[config.mk]
export PLATFORM = sky130hd
export DESIGN_NAME = rx_len_guard
export DESIGN_NICKNAME = d
export VERILOG_FILES = /design/src/rtl/rxg_pkg.sv /design/src/rtl/rxg_limit_reg.sv /design/src/rtl/rxg_frame_ctr.sv /design/src/rtl/rxg_gate.sv /design/src/rtl/rx_len_guard.sv
export SDC_FILE = /design/constraint.sdc
export NUM_CORES = 1
export LEC_CHECK = 0
export BUFFER_PORTS_ARGS = -buffer_cell sky130_fd_sc_hd__buf_2
export CAP_MARGIN = 0
export CORE_UTILIZATION = 56
export CTS_CLUSTER_SIZE = 20
export DETAILED_ROUTE_END_ITERATION = 10
export PLACE_DENSITY = 0.86
export RECOVER_POWER = 50
export SLEW_MARGIN = 20
export SYNTH_ARGS = -nofsm -noshare
export SYNTH_HDL_FRONTEND = slang
export SYNTH_HIERARCHICAL = 1
export SYNTH_SLANG_ARGS = --single-unit
[constraint.sdc]
create_clock -name clk -period 6.2 [get_ports clk]
set_input_delay 0.62 -clock clk [delete_from_list [all_inputs] [get_ports clk]]
set_output_delay 0.62 -clock clk [all_outputs]
set_load 0.05 [all_outputs]
[src/rtl/rxg_pkg.sv]
package rxg_pkg;

   typedef enum logic [1:0] {
      RXG_OUT  = 2'd0,
      RXG_PASS = 2'd1,
      RXG_DROP = 2'd2
   } rxg_state_e;

   localparam int RXG_CFG_W = 8;

endpackage

[src/rtl/rxg_limit_reg.sv]
module rxg_limit_reg #(
   parameter int LEN_W = 13,
   parameter int CFG_W = 8
) (
   input  logic             clk,
   input  logic             rst_n,
   input  logic             wr_lo_i,
   input  logic             wr_hi_i,
   input  logic [CFG_W-1:0] wdata_i,
   output logic [LEN_W-1:0] limit_o
);

   localparam int HI_W = LEN_W - CFG_W;

   generate
      if (HI_W < 1 || HI_W > CFG_W) begin : g_bad_width
         $error("rxg_limit_reg: LEN_W must lie between CFG_W+1 and 2*CFG_W");
      end
   endgenerate

   logic [CFG_W-1:0] lo_q;
   logic [HI_W-1:0]  hi_q;

   always_ff @(posedge clk or negedge rst_n) begin
      if (!rst_n) begin
         lo_q <= '0;
         hi_q <= '0;
      end else begin
         if (wr_lo_i) lo_q <= wdata_i;
         if (wr_hi_i) hi_q <= wdata_i[HI_W-1:0];
      end
   end

   assign limit_o = {hi_q, lo_q};

   // a high-byte write leaves the low byte untouched
   a_r2_lo_held: assert property (@(posedge clk) disable iff (!rst_n)
      (!$past(wr_lo_i)) |-> (limit_o[CFG_W-1:0] == $past(limit_o[CFG_W-1:0])));

endmodule

[src/rtl/rxg_frame_ctr.sv]
module rxg_frame_ctr #(
   parameter int LEN_W    = 13,
   parameter bit SATURATE = 1'b1
) (
   input  logic             clk,
   input  logic             rst_n,
   input  logic             clear_i,
   input  logic             step_i,
   output logic [LEN_W-1:0] count_o
);

   localparam logic [LEN_W-1:0] ONE  = {{(LEN_W-1){1'b0}}, 1'b1};
   localparam logic [LEN_W-1:0] TOP  = '1;

   logic [LEN_W-1:0] cnt_q;
   logic [LEN_W-1:0] inc;

   generate
      if (SATURATE) begin : g_sat
         assign inc = (cnt_q == TOP) ? TOP : cnt_q + ONE;
      end else begin : g_wrap
         assign inc = cnt_q + ONE;
      end
   endgenerate

   always_ff @(posedge clk or negedge rst_n) begin
      if (!rst_n) begin
         cnt_q <= '0;
      end else if (clear_i) begin
         cnt_q <= step_i ? ONE : '0;
      end else if (step_i) begin
         cnt_q <= inc;
      end
   end

   assign count_o = cnt_q;

   // without a start flag the count holds or moves up by exactly one
   a_r4_single_step: assert property (@(posedge clk) disable iff (!rst_n)
      (!$past(clear_i)) |-> (count_o == $past(count_o) ||
                             count_o == $past(count_o) + ONE));

   // a start flag leaves the count at zero or one
   a_r3_sof_restart: assert property (@(posedge clk) disable iff (!rst_n)
      $past(clear_i) |-> (count_o <= ONE));

   // the saturating variant never wraps from the top value
   a_r4_no_wrap: assert property (@(posedge clk) disable iff (!rst_n)
      (SATURATE && !$past(clear_i) && $past(count_o) == TOP) |-> (count_o == TOP));

endmodule

[src/rtl/rxg_gate.sv]
module rxg_gate
   import rxg_pkg::*;
#(
   parameter int LEN_W  = 13,
   parameter int DATA_W = 8
) (
   input  logic              clk,
   input  logic              rst_n,
   input  logic              sof_i,
   input  logic              eof_i,
   input  logic              vld_i,
   input  logic [DATA_W-1:0] data_i,
   input  logic [LEN_W-1:0]  count_i,
   input  logic [LEN_W-1:0]  limit_i,
   input  logic              clr_i,
   output logic              step_o,
   output logic              clear_o,
   output logic              wr_o,
   output logic [DATA_W-1:0] data_o,
   output logic              exceeded_o
);

   rxg_state_e       st_q, st_d;
   logic             in_frame, dropping, byte_in, over, accept, new_drop;
   logic [LEN_W-1:0] base;
   logic             wr_q, exc_q;
   logic [DATA_W-1:0] data_q;

   always_comb begin
      in_frame = sof_i || (st_q != RXG_OUT);
      dropping = !sof_i && (st_q == RXG_DROP);
      byte_in  = vld_i && in_frame;
      base     = sof_i ? '0 : count_i;
      over     = (limit_i != '0) && (base >= limit_i);
      accept   = byte_in && !dropping && !over;
      new_drop = byte_in && !dropping && over;

      st_d = st_q;
      if (eof_i && in_frame)  st_d = RXG_OUT;
      else if (new_drop)      st_d = RXG_DROP;
      else if (sof_i)         st_d = RXG_PASS;
   end

   always_ff @(posedge clk or negedge rst_n) begin
      if (!rst_n) begin
         st_q   <= RXG_OUT;
         wr_q   <= 1'b0;
         data_q <= '0;
         exc_q  <= 1'b0;
      end else begin
         st_q <= st_d;
         wr_q <= accept;
         if (accept) data_q <= data_i;
         if (new_drop)   exc_q <= 1'b1;
         else if (clr_i) exc_q <= 1'b0;
      end
   end

   assign step_o     = byte_in;
   assign clear_o    = sof_i;
   assign wr_o       = wr_q;
   assign data_o     = data_q;
   assign exceeded_o = exc_q;

   // outside a frame nothing reaches the FIFO
   a_r9_outside_silent: assert property (@(posedge clk) disable iff (!rst_n)
      (st_q == RXG_OUT && !sof_i) |=> !wr_o);

   // exceeded bit holds until a clear is requested
   a_r6_sticky: assert property (@(posedge clk) disable iff (!rst_n)
      (exceeded_o && !clr_i) |=> exceeded_o);

   // the bit can only rise while a nonzero limit is programmed
   a_r8_zero_limit_quiet: assert property (@(posedge clk) disable iff (!rst_n)
      $rose(exceeded_o) |-> ($past(limit_i) != '0));

   // while dropping, no later byte of the frame is written
   a_r5_drop_silent: assert property (@(posedge clk) disable iff (!rst_n)
      (st_q == RXG_DROP && !sof_i) |=> !wr_o);

endmodule

[src/rtl/rx_len_guard.sv]
module rx_len_guard
   import rxg_pkg::*;
#(
   parameter int LEN_W    = 13,
   parameter int DATA_W   = 8,
   parameter bit SATURATE = 1'b1
) (
   input  logic                 clk,
   input  logic                 rst_n,
   input  logic                 cfg_wr_lo,
   input  logic                 cfg_wr_hi,
   input  logic                 stat_clr_wr,
   input  logic [RXG_CFG_W-1:0] cfg_wdata,
   input  logic                 stat_rd,
   input  logic                 rx_vld,
   input  logic [DATA_W-1:0]    rx_data,
   input  logic                 frame_sof,
   input  logic                 frame_eof,
   output logic                 fifo_wr,
   output logic [DATA_W-1:0]    fifo_data,
   output logic                 len_exceeded,
   output logic [LEN_W-1:0]     frame_count,
   output logic [LEN_W-1:0]     limit_val
);

   generate
      if (DATA_W < 1) begin : g_bad_data
         $error("rx_len_guard: DATA_W must be positive");
      end
   endgenerate

   logic             clr_req, step, clear;
   logic [LEN_W-1:0] limit, count;

   assign clr_req = stat_rd || (stat_clr_wr && cfg_wdata[0]);

   rxg_limit_reg #(.LEN_W(LEN_W), .CFG_W(RXG_CFG_W)) u_limit (
      .clk     (clk),
      .rst_n   (rst_n),
      .wr_lo_i (cfg_wr_lo),
      .wr_hi_i (cfg_wr_hi),
      .wdata_i (cfg_wdata),
      .limit_o (limit)
   );

   rxg_frame_ctr #(.LEN_W(LEN_W), .SATURATE(SATURATE)) u_ctr (
      .clk     (clk),
      .rst_n   (rst_n),
      .clear_i (clear),
      .step_i  (step),
      .count_o (count)
   );

   rxg_gate #(.LEN_W(LEN_W), .DATA_W(DATA_W)) u_gate (
      .clk        (clk),
      .rst_n      (rst_n),
      .sof_i      (frame_sof),
      .eof_i      (frame_eof),
      .vld_i      (rx_vld),
      .data_i     (rx_data),
      .count_i    (count),
      .limit_i    (limit),
      .clr_i      (clr_req),
      .step_o     (step),
      .clear_o    (clear),
      .wr_o       (fifo_wr),
      .data_o     (fifo_data),
      .exceeded_o (len_exceeded)
   );

   assign frame_count = count;
   assign limit_val   = limit;

   // every FIFO write is caused by a byte one cycle earlier
   a_r5_write_has_byte: assert property (@(posedge clk) disable iff (!rst_n)
      fifo_wr |-> $past(rx_vld));

   // with a stable nonzero limit the frame never writes past it
   a_r5_cap: assert property (@(posedge clk) disable iff (!rst_n)
      (fifo_wr && limit_val != '0 && $stable(limit_val)) |-> (frame_count <= limit_val));

endmodule

======== Word-level counts from Yosys, hierarchy flattened ========
Cells that the tools add are included.
storage, ports and cells
  register bits ........................... 38
  bits of input ports ..................... 25
  output and inout port bits .............. 36
  word-level logic and storage cells ...... 39
operators by class
  add/subtract/negate cells ............... 1
  magnitude comparators ................... 1
  equal/unequal tests ..................... 2
  muxes and demuxes ....................... 10
  reductions and logical operators ........ 18
operators with widths
  kind                                            number
  two-way mux 13 bit                              4
  adder 13 x 1 -> 13 bit (second input constant)  1
  == test 13 bit (second input constant)          1
  greater-or-equal comparator 13 bit              1
  nonzero test 13 bit                             1
  logical AND 1 bit                               8
  two-way mux 2 bit                               3
  nonzero test 2 bit                              3
  logical NOT 1 bit                               3
  two-way mux 1 bit                               3
  nonzero test 3 bit                              1
  == test 2 bit (second input constant)           1
  logical OR 1 bit                                2

======== Depth between registers and ports, before layout ========
Gate-level depths: netlist of the first run.
  depth after elaboration ................. 7
  depth in mapped cells ................... 11
  gate-level depth less buffers ........... 7

======== Hierarchy ========
Netlist of the first run, hierarchy kept.
modules (own cells, without submodules)
  module         instances  cells each  area each (µm²)  seq. area each (µm²)
  rxg_gate       1          139         1121.1           300.3
  rxg_frame_ctr  1          71          683.2            325.3
  rxg_limit_reg  1          27          513.0            325.3
  rx_len_guard   1          1           7.5              0.0

======== Worst setup path after synthesis of the first run ========
No wires, ideal clock.
  kind .................................... input to register
  start ................................... in frame_sof
  end ..................................... reg u_gate.exc_q (netlist: u_gate/exceeded_o)
  library setup time ...................... 0.134 ns
  arrival time ............................ 2.669 ns
  required time ........................... 6.066 ns
  slack ................................... 3.397 ns
  stages .................................. 10
  path buffers ............................ 3
  cell sequence ........................... clkbuf_1 -> clkbuf_1 -> nor2b_1 -> ha_1 -> o21a_1 -> o211a_1 -> a221o_1 -> buf_2 -> o211ai_1 -> o21ai_0
between the ends
  cells in the longest elaborated chain, start to end .. 6
  elaborated cells on any way between the ends .. 12
  classes of those cells .................. order compare: 1; mux: 2; reduce/logical: 9
ends and longest elaborated chain
  item                                                                        RTL line            text
  start: declaration                                                          rx_len_guard.sv:17  input logic frame_sof,
  branches (longest 4 deep; another with greater-or-equal comparator 13 bit)  --
  logical AND 1 bit *                                                         rxg_gate.sv:36      new_drop = byte_in && !dropping && over;
  two-way mux 1 bit or nonzero test 2 bit (tied branches)                     --
  end signal: assignment                                                      rxg_gate.sv:49      exc_q <= 1'b0;
  end signal: assignment                                                      rxg_gate.sv:54      if (new_drop) exc_q <= 1'b1;
  end signal: assignment                                                      rxg_gate.sv:55      else if (clr_i) exc_q <= 1'b0;
  end: declaration                                                            rxg_gate.sv:26      logic wr_q, exc_q;
Mark *: on every way between the ends.
A chain may end at the register's enable or synchronous reset.

======== Worst setup path after layout of the first run ========
  start ................................... in frame_sof
  end ..................................... reg u_gate.st_q[0]
between the ends
  cells in the longest elaborated chain, start to end .. 7
  elaborated cells on any way between the ends .. 14
  classes of those cells .................. order compare: 1; mux: 3; reduce/logical: 10
ends and longest elaborated chain
  item                                                                        RTL line        text
  branches (longest 7 deep; another with greater-or-equal comparator 13 bit)  --
  end signal: assignment                                                      rxg_gate.sv:51  st_q <= st_d;
  end: declaration                                                            rxg_gate.sv:23  rxg_state_e st_q, st_d;
Parallel ways; which one is timed is not known.

==> results by group, run 1 <==
Clocking
  • Num CTS Buffers: 5
  • Clock buffer depth: 2
  • Htree depth: 2
  • CTS tree: built
  • CTS sink count: 38
  • Hold Buf Count CTS: 0
  • CTS clk-pin slew, worst paths: about 0.08 ns
  • Clk_lat worst skew: 0.29 ns
  • Clock root buffer: clkbuf_8
  • Setup Fix Bufs, Post-CTS: 0
  • Post-CTS Resized: 0

Timing
  • Slew HR: -0.3242
  • Fmax: around 0.36 GHz
  • Part of the cycle the worst path needs: 0.4461
  • RSZ-0062 raised after global routing: no
  • Worst Tran Pin Value: 1.986 ns
  • Crit path time final: 2.766 ns
  • Sum Neg Setup Slack: 0 ns
  • Final setup vio count: 0
  • Max-slew violation count: 39
  • Final Hold Viols: 0
  • Clock skew: 0.009168 ns
  • Worst Setup Slack, final: around 3.4 ns

Hold path
  • Worst hold path class: primary input to register
  • Worst Hold End: u_gate/st_q[0]$_DFFE_PN0P_
  • Hold Crit Start: frame_eof
  • Hold Crit Depth: 2

Detailed routing
  • Via/cell ratio: 5.872
  • Antenna Violating Nets Remaining: 0
  • Initial detailed-routing violation count: 190
  • DRC: 0
  • DR pass1 iterations: 4
  • Routed WL: 5.282 mm
  • Via count: 2,026
  • DR WL/cell: 15.31 µm

Setup path
  • CP Capture Type: register
  • Reg2Reg Depth: 7
  • Setup crit start kind: primary input
  • Critical path class: primary input to register
  • Worst Path Arrival: 2.97 ns
  • Worst-path fanout max: 31
  • Worst flop-to-flop path startpoint: u_ctr/count_o[3]$_DFFE_PN0P_
  • Critical Path RT: around 6.4 ns
  • R2r setup slk: around 3.6 ns
  • Worst Setup SP: frame_sof
  • Reg2reg end: u_gate/st_q[0]$_DFFE_PN0P_

Global route
  • GRT Residual Overflow: 0
  • Largest net degree at the start of global routing: 39
  • GRT Total Usage: 0.2564
  • Met3 Use GR: 0.05345
  • Busiest grt layer: met2
  • Initial antenna violation count: 0
  • Number of global-route vias before repair: 1,840
  • Met2 GRT Util: 0.4005
  • First-pass GRT wire length: ~8.4 mm
  • M1 GR Usage: 0.3330

Finish
  • Area growth syn-to-layout: 15.34%
  • Fill count: around 350
  • Area occupied by multi-input gates: approximately 1200 µm²
  • # diodes: 0
  • Layout cells sized above 1: 0.2407
  • Nets: 333
  • Seq. cell area: between 900 and 1000 µm²

Flow run
  • Max-cap viol count: 1

Placement
  • DP Worst Slack: 3.155 ns
  • Final HPWL DP: 3.809 mm
  • Port Buf Inserts: 60
  • Gp weighted congestion: roughly 0.80

Yosys
  • Dominant cells by area after synthesis: dfrtp_1 41%, ha_1 7.5%, mux2_4 5.2%, nor2b_1 3.5%, nand2_1 3.4%
  • Synthesized Nets: roughly 280
  • #FFs+latches synth: 38
  • Top post-synthesis cells by count: 38 x dfrtp_1, 21 x nand2_1, 17 x inv_1, 17 x nor2_1, 14 x ha_1
  • Cell taking the most area after synthesis: dfrtp_1
  • Yosys Warn Count: 6
  • Async SR Flop Fraction: 1.000
  • Cells after synthesis: 238
  • Register area share after synthesis: 0.4090
  • Post-synthesis average cell area: between 9 and 10 µm²
  • Most frequent cell after synthesis: dfrtp_1
  • Post-synth EDFFs: 0
  • Post-synth top area share: 0.4090
  • Synth cell types: 42
  • Main synth FF type: dfrtp_1
  • Synthesized area: approximately 2300 µm²

Power
  • Maximum vdd ir drop: 156.4 µV
  • Combinational share of power: 0.256
  • Share of power burned in registers: 0.461
  • Internal Pwr Total: between 0.0004 and 0.0005 W
  • P_sw: roughly 0.00021 W
  • PwrDens: between 200 and 250 nW/µm²
  • Lkg Pwr: 1.298 nW
  • Switching part of the total: 0.3470
  • Part of the power in the clock network: 0.282

Floorplanning
  • Die height: 66.43 µm
  • Top Ports: 61
  • DIE AREA: 4413 µm²
  • Core footprint: 4000 µm²
  • Die Width: 66.43 µm
  • Rows: 23
  • Starting Density: 0.5812

Outcome
  • Failing checks: max-capacitance violations, max-slew violations
  • Status: finished, violations left
how the worst max path moves through the flow:
stage	cells after the start	end
after floorplan	10	u_gate/exceeded_o$_DFFE_PN0P_
after global placement	8	u_gate/st_q[0]$_DFFE_PN0P_
after detailed placement	8	u_gate/st_q[0]$_DFFE_PN0P_
after CTS	8	u_gate/st_q[0]$_DFFE_PN0P_
after global routing	8	u_gate/st_q[0]$_DFFE_PN0P_
final	8	u_gate/st_q[0]$_DFFE_PN0P_
sequential cells by signal, indices dropped and copies added (netlist names):
name and count:
u_ctr/count_o 13, u_gate/data_o 8, u_limit/lo_q 8, u_limit/hi_q 5, u_gate/st_q 2, u_gate/exceeded_o 1, u_gate/wr_o 1
area by class of cell:
| cell class | count | share of cell area |
|---|---|---|
| Timing Repair Buffer | 60 | 0.1083 |
| Multi-Input combinational cell | 172 | 0.4559 |
| Sequential cell | 38 | 0.3546 |
| Clock inverter | 1 | 0.001867 |
| Clock buffer | 7 | 0.03220 |
| Inverter | 17 | 0.02380 |
| Tap cell | 50 | 0.02333 |
metal layers:
layer / share of wire / wire, µm / vias to the layer above
met5: 0 / 0 / -
met4: 0.016 / 87 / 0
met2: 0.48 / 2537 / 71
met3: 0.054 / 283 / 9
li1: - / - / 973
met1: 0.45 / 2374 / 973
per-stage QoR:
stage	power, W	area [µm²]	hold WS [ns]	std cells	utilization
finish	0.0006160	2681	0.5088	345	0.6703
global route	0.0006416	2681	0.5057	345	0.6703
CTS	0.0006238	2718	0.4525	345	0.6794
detailed placement	0.0004509	2626	0.5328	337	0.6566
global placement	0.0004459	2626	0.5231	337	0.6566
floorplan	0.0004051	2325	0.3244	238	-
logic make-up after synthesis:
kind of cell | Yosys count | share of synthesized area
simple gates | 87 | 0.1954
buf+inv | 28 | 0.05382
flops | 38 | 0.4090
mux | 14 | 0.08073
fa+ha+maj | 14 | 0.07535
compound gates | 57 | 0.1857
critical path, stage by stage:
cell and delay [ns]:
buf_2 0.39, nor2b_1 0.10, ha_1 0.31, a211oi_1 0.21, o21ai_1 0.12, a221o_1 0.59, or2_1 0.34, a311oi_2 0.28
placed cells by master (no fill, tap or decap), types with 8 or more instances in the layout:
master    count
a221oi_1      8
clkbuf_1      9
buf_2        52
inv_1        17
nor2b_1      13
and2_1       11
a31oi_1       8
dfrtp_1      38
nand2_1      21
ha_1         14
nor2_1       17
power by group through the flow:
| stage | combinational [W] | sequential (W) | clock [W] |
|---|---|---|---|
| after floorplan | 0.0000549 | 0.000350 | 0 |
| after global placement | 0.000158 | 0.000288 | 0 |
| after detailed placement | 0.000162 | 0.000289 | 0 |
| after CTS | 0.000163 | 0.000284 | 0.000177 |
| after global routing | 0.000168 | 0.000287 | 0.000187 |
| final | 0.000158 | 0.000284 | 0.000174 |
Note: power is estimated with default switching activity, not from simulation.
==> run 2: changes to the inputs <==
Settings changed: ABC_AREA from default to 1, CORE_UTILIZATION 56 to 53, PLACE_DENSITY 0.86 to 0.82.
Clock period 6.2 ns to 2.8 ns, I/O delays scaled along.
==> results by group, run 2 <==
Outcome
  • Status: finished, violations left
  • Failing checks: max-capacitance violations, max-slew violations

Yosys
  • Cell taking the most area after synthesis: dfrtp_1
  • Most frequent cell after synthesis: nand2_1
  • Async SR Flop Fraction: 1.000 (unchanged)
  • Top post-synthesis cells by count: 125 x nand2_1, 47 x inv_1, 38 x dfrtp_1
  • Post-synthesis adder-cell area fraction: 0.07588 (+0.0005309)
  • Synth Area in Compound Gates: 0.05149 (-0.1342)
  • #FFs+latches synth: 38 (unchanged)
  • Yosys Warn Count: 6 (unchanged)
  • Dominant cells by area after synthesis: dfrtp_1 41%, nand2_1 20%, inv_1 7.6%, ha_1 7.6%, nor2_1 4.2%
  • Post-synth top area share: 0.4119 (+0.002882)
  • Synthesized Nets: 357 (+29%)
  • Main combinational cell family by area after synthesis: simple AND/OR/NAND/NOR gates
  • Mux contribution to synthesized area: 0 (-0.08073)
  • Main synth FF type: dfrtp_1
  • Register area share after synthesis: 0.4119 (+0.002882)
  • Synth Area in XOR/XNOR: 0.01138 (+0.01138)
  • Post-synth EDFFs: 0 (unchanged)
  • Synthesized area: 2308 µm² (-0.70%)
  • Post-synthesis average cell area: 7.259 µm² (-26%)
  • Cells after synthesis: 318 (+34%)
  • Simple-gate share of the synthesized area: 0.3550 (+0.1596)
  • Synth cell types: 29 (-31%)

Detailed routing
  • Via count: 2,139 (+5.6%)
  • DRC: 0 (unchanged)
  • Via/cell ratio: 4.951 (-16%)
  • Antenna Violating Nets Remaining: 0 (unchanged)
  • Routed WL: 5.077 mm (-3.9%)
  • DR WL/cell: 11.75 µm (-23%)
  • DR pass1 iterations: 4 (unchanged)
  • Initial detailed-routing violation count: 125 (-34%)

Timing
  • RSZ-0062 raised after global routing: no
  • Clock skew: 0.007167 ns (-0.002000 ns)
  • Max-slew violation count: 39 (unchanged)
  • Sum Neg Setup Slack: 0 ns (unchanged)
  • Fmax: 0.5417 GHz
  • Part of the cycle the worst path needs: 0.6593
  • Final setup vio count: 0 (unchanged)
  • Final Hold Viols: 0 (unchanged)
  • Crit path time final: 1.846 ns
  • Slew HR: -0.3195 (+0.004732)
  • Worst Tran Pin Value: 1.979 ns (-0.007097 ns)

Placement
  • Final HPWL DP: 3.837 mm (+0.74%)
  • Port Buf Inserts: 60 (unchanged)
  • Gp weighted congestion: 0.9119 (+15%)

Clocking
  • Setup Fix Bufs, Post-CTS: 0 (unchanged)
  • Post-CTS Resized: 0 (unchanged)
  • CTS sink count: 38 (unchanged)
  • CTS clk-pin slew, worst paths: 0.08 ns (about the same)
  • Hold Buf Count CTS: 0 (unchanged)
  • Clk_lat worst skew: 0.29 ns (about the same)
  • Htree depth: 2 (unchanged)
  • CTS tree: built
  • Clock buffer depth: 2 (unchanged)
  • Clock root buffer: clkbuf_8
  • Num CTS Buffers: 5 (unchanged)

Global route
  • Number of global-route vias before repair: 1,904 (+3.5%)
  • Initial antenna violation count: 0 (unchanged)
  • First-pass GRT wire length: 8.342 mm (-0.82%)
  • Largest net degree at the start of global routing: 39 (unchanged)
  • GRT Residual Overflow: 0 (unchanged)
  • GRT Total Usage: 0.2465 (-0.009960)

Floorplanning
  • Core footprint: 4086 µm² (+2.2%)
  • Die height: 68.00 µm (+2.4%)
  • Top Ports: 61 (unchanged)
  • Starting Density: 0.5649 (-0.01626)
  • DIE AREA: 4623 µm² (+4.8%)
  • Die Width: 68.00 µm (+2.4%)
  • Rows: 23 (unchanged)

Setup path
  • Critical path class: register to register
  • Worst-path fanout max: 9 (-71%)
  • Worst Path Arrival: 2.03 ns (-0.94 ns)
  • Worst Setup SP: u_ctr/count_o[8]$_DFFE_PN0P_
  • Setup crit start kind: register
  • CP Capture Type: register
  • Worst flop-to-flop path startpoint: u_ctr/count_o[8]$_DFFE_PN0P_
  • Critical Path RT: 2.98 ns (-3.42 ns)

Finish
  • Commonest non-fill, non-tap cell in the layout: nand2_1
  • Commonest non-fill, non-tap cells in the layout: 125 x nand2_1, 54 x buf_2, 47 x inv_1
  • Area growth syn-to-layout: 17.89%
  • Fill count: 354 (+1.7%)
  • Nets: 420 (+26%)
  • Layout cells sized above 1: 0.1990 (-0.04173)
  • # diodes: 0 (unchanged)
  • Max FFs per register: 13 (unchanged)
  • Top reg by flops: u_ctr/count_o

Power
  • Share of power burned in registers: 0.466 (+0.005)
  • P_sw: 0.0004660 W (+120%)
  • Part of the power in the clock network: 0.294 (+0.012)
  • Maximum vdd ir drop: 367.5 µV (+130%)
  • Combinational share of power: 0.240 (-0.016)
  • Internal Pwr Total: 0.0008616 W (+110%)
  • PwrDens: 487.9 nW/µm² (+110%)
  • Switching part of the total: 0.3510 (+0.004063)
  • Lkg Pwr: 1.571 nW (+21%)
  • Tot Pwr: 0.001328 W (+120%)

Hold path
  • Worst hold path class: primary input to register
  • Hold Crit Start: cfg_wdata[6]

Flow run
  • Max-cap viol count: 1 (unchanged)
run 2: changes by cell type after synthesis, moves of 6 or more:
cell / change
a31oi_1: -8
mux2_4: -8
inv_1: +30
nor2b_1: -13
nand2_1: +104
o21bai_1: -6
clkbuf_1: -6
nand3_1: +12
and2_1: -11
a221oi_1: -8
nor2_1: +9
o311ai_0: -7
mux2_2: -6
run 2: cell families (layout without fill, tap and decap cells):
kind of cell	count (synthesis)	after routing
simple gates	189	189
buf+inv	53	117
flops	38	38
compound gates	21	21
fa+ha+maj	14	14
xor+xnor	3	3
run 2: routing by layer:
| metal | global-route usage | vias up | wire (µm) |
|---|---|---|---|
| li1 | - | 1107 | - |
| met1 | 0.3078 | 976 | 2293 |
| met2 | 0.4069 | 48 | 2495 |
| met3 | 0.06167 | 8 | 194 |
| met4 | 0.09375 | 0 | 94 |
| met5 | 0 | - | 0 |
run 2: cell type report:
class,instances,area [µm²],share of cell area
multi-input cells,227,1140,0.4188
flip-flops and latches,38,950.9,0.3494
repair buffers,60,292.8,0.1076
inverters,49,183.9,0.06759
clock buffers,7,86.33,0.03172
well taps,50,62.56,0.02299
clock inverters,1,5.005,0.001839
run 2: critical path, cell delays in order (launching register included):
cell	delay, ns
dfrtp_1	0.46
inv_1	0.08
nor2_1	0.04
ha_1	0.30
nand2_1	0.09
nor2_1	0.05
nand2_1	0.08
nor2_1	0.04
nor2_1	0.10
nand3_2	0.12
nand2_4	0.14
nand2_4	0.10
nand2_1	0.08
nand2_1	0.05
run 2: worst paths after layout:
path / cells past startpoint / end / slack [ns]
worst max register to register: 13 / u_gate/data_o[3]$_DFFE_PN0P_ / 0.95
worst max-delay path: 13 / u_gate/data_o[3]$_DFFE_PN0P_ / 0.95
worst min register to register: 2 / u_gate/data_o[1]$_DFFE_PN0P_ / 0.47
worst min-delay path: 3 / u_limit/lo_q[6]$_DFFE_PN0P_ / 0.19
min in group asynchronous: 1 / u_limit/hi_q[4]$_DFFE_PN0P_ / 0.54
max in group asynchronous: 1 / u_limit/lo_q[6]$_DFFE_PN0P_ / 1.13
run 2: power groups by stage:
stage / Clock [W] / Sequential (W) / Combinational (W)
final: 0.000390 / 0.000619 / 0.000318
after global routing: 0.000420 / 0.000625 / 0.000349
after CTS: 0.000402 / 0.000619 / 0.000324
after detailed placement: 0 / 0.000629 / 0.000324
after global placement: 0 / 0.000630 / 0.000315
after floorplan: 0 / 0.000760 / 0.0000978
run 2: per-stage QoR:
| step | std cells | setup WS [ns] | util | hold WS (ns) | instance area (µm²) |
|---|---|---|---|---|---|
| floorplan | 318 | 0.8797 | - | -0.01559 | 2308 |
| global placement | 424 | 0.9341 | 0.6454 | 0.4254 | 2638 |
| detailed placement | 424 | 0.8423 | 0.6454 | 0.4324 | 2638 |
| CTS | 432 | 0.9439 | 0.6678 | 0.1099 | 2729 |
| global route | 432 | 0.6509 | 0.6660 | 0.2045 | 2721 |
| finish | 432 | 0.9541 | 0.6660 | 0.1892 | 2721 |
==> run 3: changes to the inputs <==
Settings changed: ABC_AREA 1 to 0.
Clock period 2.8 ns to 1.7 ns, I/O delays scaled along.
==> results by group, run 3 (synthesis gave the netlist of run 1 again) <==
Placement
  • Port Buf Inserts: 60 (unchanged)
  • Final HPWL DP: 4.446 mm (+16%)
  • DP Worst Slack: -0.5099 ns (-1.352 ns)
  • Gp weighted congestion: 0.8519 (-6.6%)

Timing
  • Final setup vio count: 12 (+12)
  • Fmax: 0.4545 GHz (-16%)
  • Worst Tran Pin Value: 0.9470 ns (-1.032 ns)
  • Clock skew: 0.006065 ns (-0.001102 ns)
  • Worst Setup Slack, final: -0.5000 ns (-1.454 ns)
  • RSZ-0062 raised after global routing: yes
  • Max-slew violation count: 0 (-100%)
  • Sum Neg Setup Slack: -5.414 ns (-5.414 ns)
  • Crit path time final: 2.200 ns (+0.3541 ns)
  • Part of the cycle the worst path needs: 1.294 (+0.6349)
  • Slew HR: 0.3686 (+0.6881)
  • Final Hold Viols: 0 (unchanged)

Finish
  • Nets: 381 (-9.3%)
  • Fill count: 259 (-27%)
  • Commonest non-fill, non-tap cell in the layout: buf_2
  • Max FFs per register: 13 (unchanged)
  • Post-layout util: 0.7796 (+0.1136)
  • Top reg by flops: u_ctr/count_o
  • Area growth syn-to-layout: 38.00%
  • Layout cells sized above 1: 0.4752 (+0.2763)
  • # diodes: 0 (unchanged)
  • Commonest non-fill, non-tap cells in the layout: 61 x buf_2, 35 x buf_4, 21 x dfrtp_2

Power
  • Tot Pwr: 0.002509 W (+89%)
  • Maximum vdd ir drop: 540.2 µV (+47%)
  • PwrDens: 782.0 nW/µm² (+60%)
  • Lkg Pwr: 1.556 nW (-0.96%)

Setup path
  • Critical Path RT: 1.88 ns (-1.10 ns)
  • Setup crit start kind: register
  • Worst flop-to-flop path startpoint: u_ctr/count_o[10]$_DFFE_PN0P_
  • CP Capture Type: register
  • Critical path class: register to register
  • Worst Setup SP: u_ctr/count_o[10]$_DFFE_PN0P_
  • Worst Path Arrival: 2.38 ns (+0.35 ns)
  • Worst-path fanout max: 6 (-3)

Detailed routing
  • Routed WL: 6.446 mm (+27%)
  • DR pass1 iterations: 4 (unchanged)
  • Initial detailed-routing violation count: 164 (+31%)
  • Via/cell ratio: 5.715 (+15%)
  • DR WL/cell: 16.40 µm (+40%)
  • Antenna Violating Nets Remaining: 0 (unchanged)
  • Via count: 2,246 (+5.0%)
  • DRC: 0 (unchanged)

Global route
  • Largest net degree at the start of global routing: 39 (unchanged)
  • First-pass GRT wire length: 9.584 mm (+15%)
  • GRT Total Usage: 0.2816 (+0.03516)
  • Initial antenna violation count: 0 (unchanged)
  • GRT Residual Overflow: 0 (unchanged)
  • Number of global-route vias before repair: 2,065 (+8.5%)

Floorplanning
  • Core footprint: 4115 µm² (+0.70%)
  • Rows: 23 (unchanged)
  • Top Ports: 61 (unchanged)
  • Starting Density: 0.5649 (about the same)
  • DIE AREA: 4655 µm² (+0.69%)
  • Die Width: 68.23 µm (+0.35%)
  • Die height: 68.23 µm (+0.35%)

Hold path
  • Worst hold path class: primary input to register
  • Hold Crit Start: frame_eof

Clocking
  • CTS sink count: 38 (unchanged)
  • CTS clk-pin slew, worst paths: 0.08 ns (about the same)
  • CTS tree: built
  • Num CTS Buffers: 5 (unchanged)
  • Clock buffer depth: 2 (unchanged)
  • Clk_lat worst skew: 0.30 ns (about the same)
  • Clock root buffer: clkbuf_8
  • Htree depth: 2 (unchanged)

Outcome
  • Failing checks: negative setup slack
  • Status: finished, violations left

Flow run
  • Max-cap viol count: 0 (-1)
-- run 3: changes by cell type in the layout (fill, tap and decap cells not counted), sizes merged, moves of 14 or more --
cell | previous run | this run
nand2 | 128 | 21
mux2 | 0 | 14
nand3 | 21 | 7
inv | 49 | 17
buf | 54 | 99
-- run 3: metrics by stage --
stage | cell area (µm²) | hold WS (ns) | instances
3_3_place_gp | 3010 | 0.1546 | 380
3_5_place_dp | 3010 | 0.1511 | 380
2_1_floorplan | 2381 | -0.1256 | 238
6_report | 3208 | 0.05235 | 393
5_1_grt | 3208 | 0.04811 | 393
4_1_cts | 3177 | 0.04724 | 392
-- run 3: final cells by class --
class                   count  area (µm²)  share of cell area
multi-input cells         172        1349              0.4204
flip-flops and latches     38       977.2              0.3046
repair buffers            108       646.9              0.2016
clock buffers               5       68.82             0.02145
clock inverters             3       40.04             0.01248
inverters                  17       63.81             0.01989
well taps                  50       62.56             0.01950
-- run 3: layer usage --
layer  GRT usage  up-vias  routed length (µm)
met4     0.09635        0                 123
met2      0.4841       73                3285
met1      0.3474     1081                2731
met3     0.05833       11                 307
met5           0        -                   0
li1            -     1081                   -
-- run 3: what timing repair did --
action	in CTS	in global routing
endpoints found under the setup margin	12	13
pin swaps	6	10
gates resized for setup	13	14
hold buffers	1	0
setup buffers	3	2
hold endpoints to repair	38	0
-- run 3: path summary, 6_finish.rpt --
kind,end,slack (ns),cells past startpoint
worst min register to register,u_gate/exceeded_o$_DFFE_PN0P_,0.53,2
worst max-delay path,u_gate/exceeded_o$_DFFE_PN0P_,-0.50,8
max in group asynchronous,u_ctr/count_o[7]$_DFFE_PN0P_,0.42,3
worst min-delay path,u_gate/st_q[1]$_DFFE_PN0P_,0.05,2
worst max register to register,u_gate/exceeded_o$_DFFE_PN0P_,-0.50,8
min in group asynchronous,u_limit/lo_q[1]$_DFFE_PN0P_,0.62,3
-- run 3: power by group --
group          switching (W)  internal (W)
Sequential         0.0000491      0.000975
Combinational       0.000461      0.000248
Clock               0.000343      0.000432
-- run 3: worst max-delay path: stages (launching register included) --
cell      delay (ns)
dfrtp_2         0.41
nor2b_1         0.14
ha_1            0.32
and4_1          0.21
o211a_1         0.12
a221o_1         0.40
buf_6           0.15
o211ai_1        0.22
o21ai_1         0.11
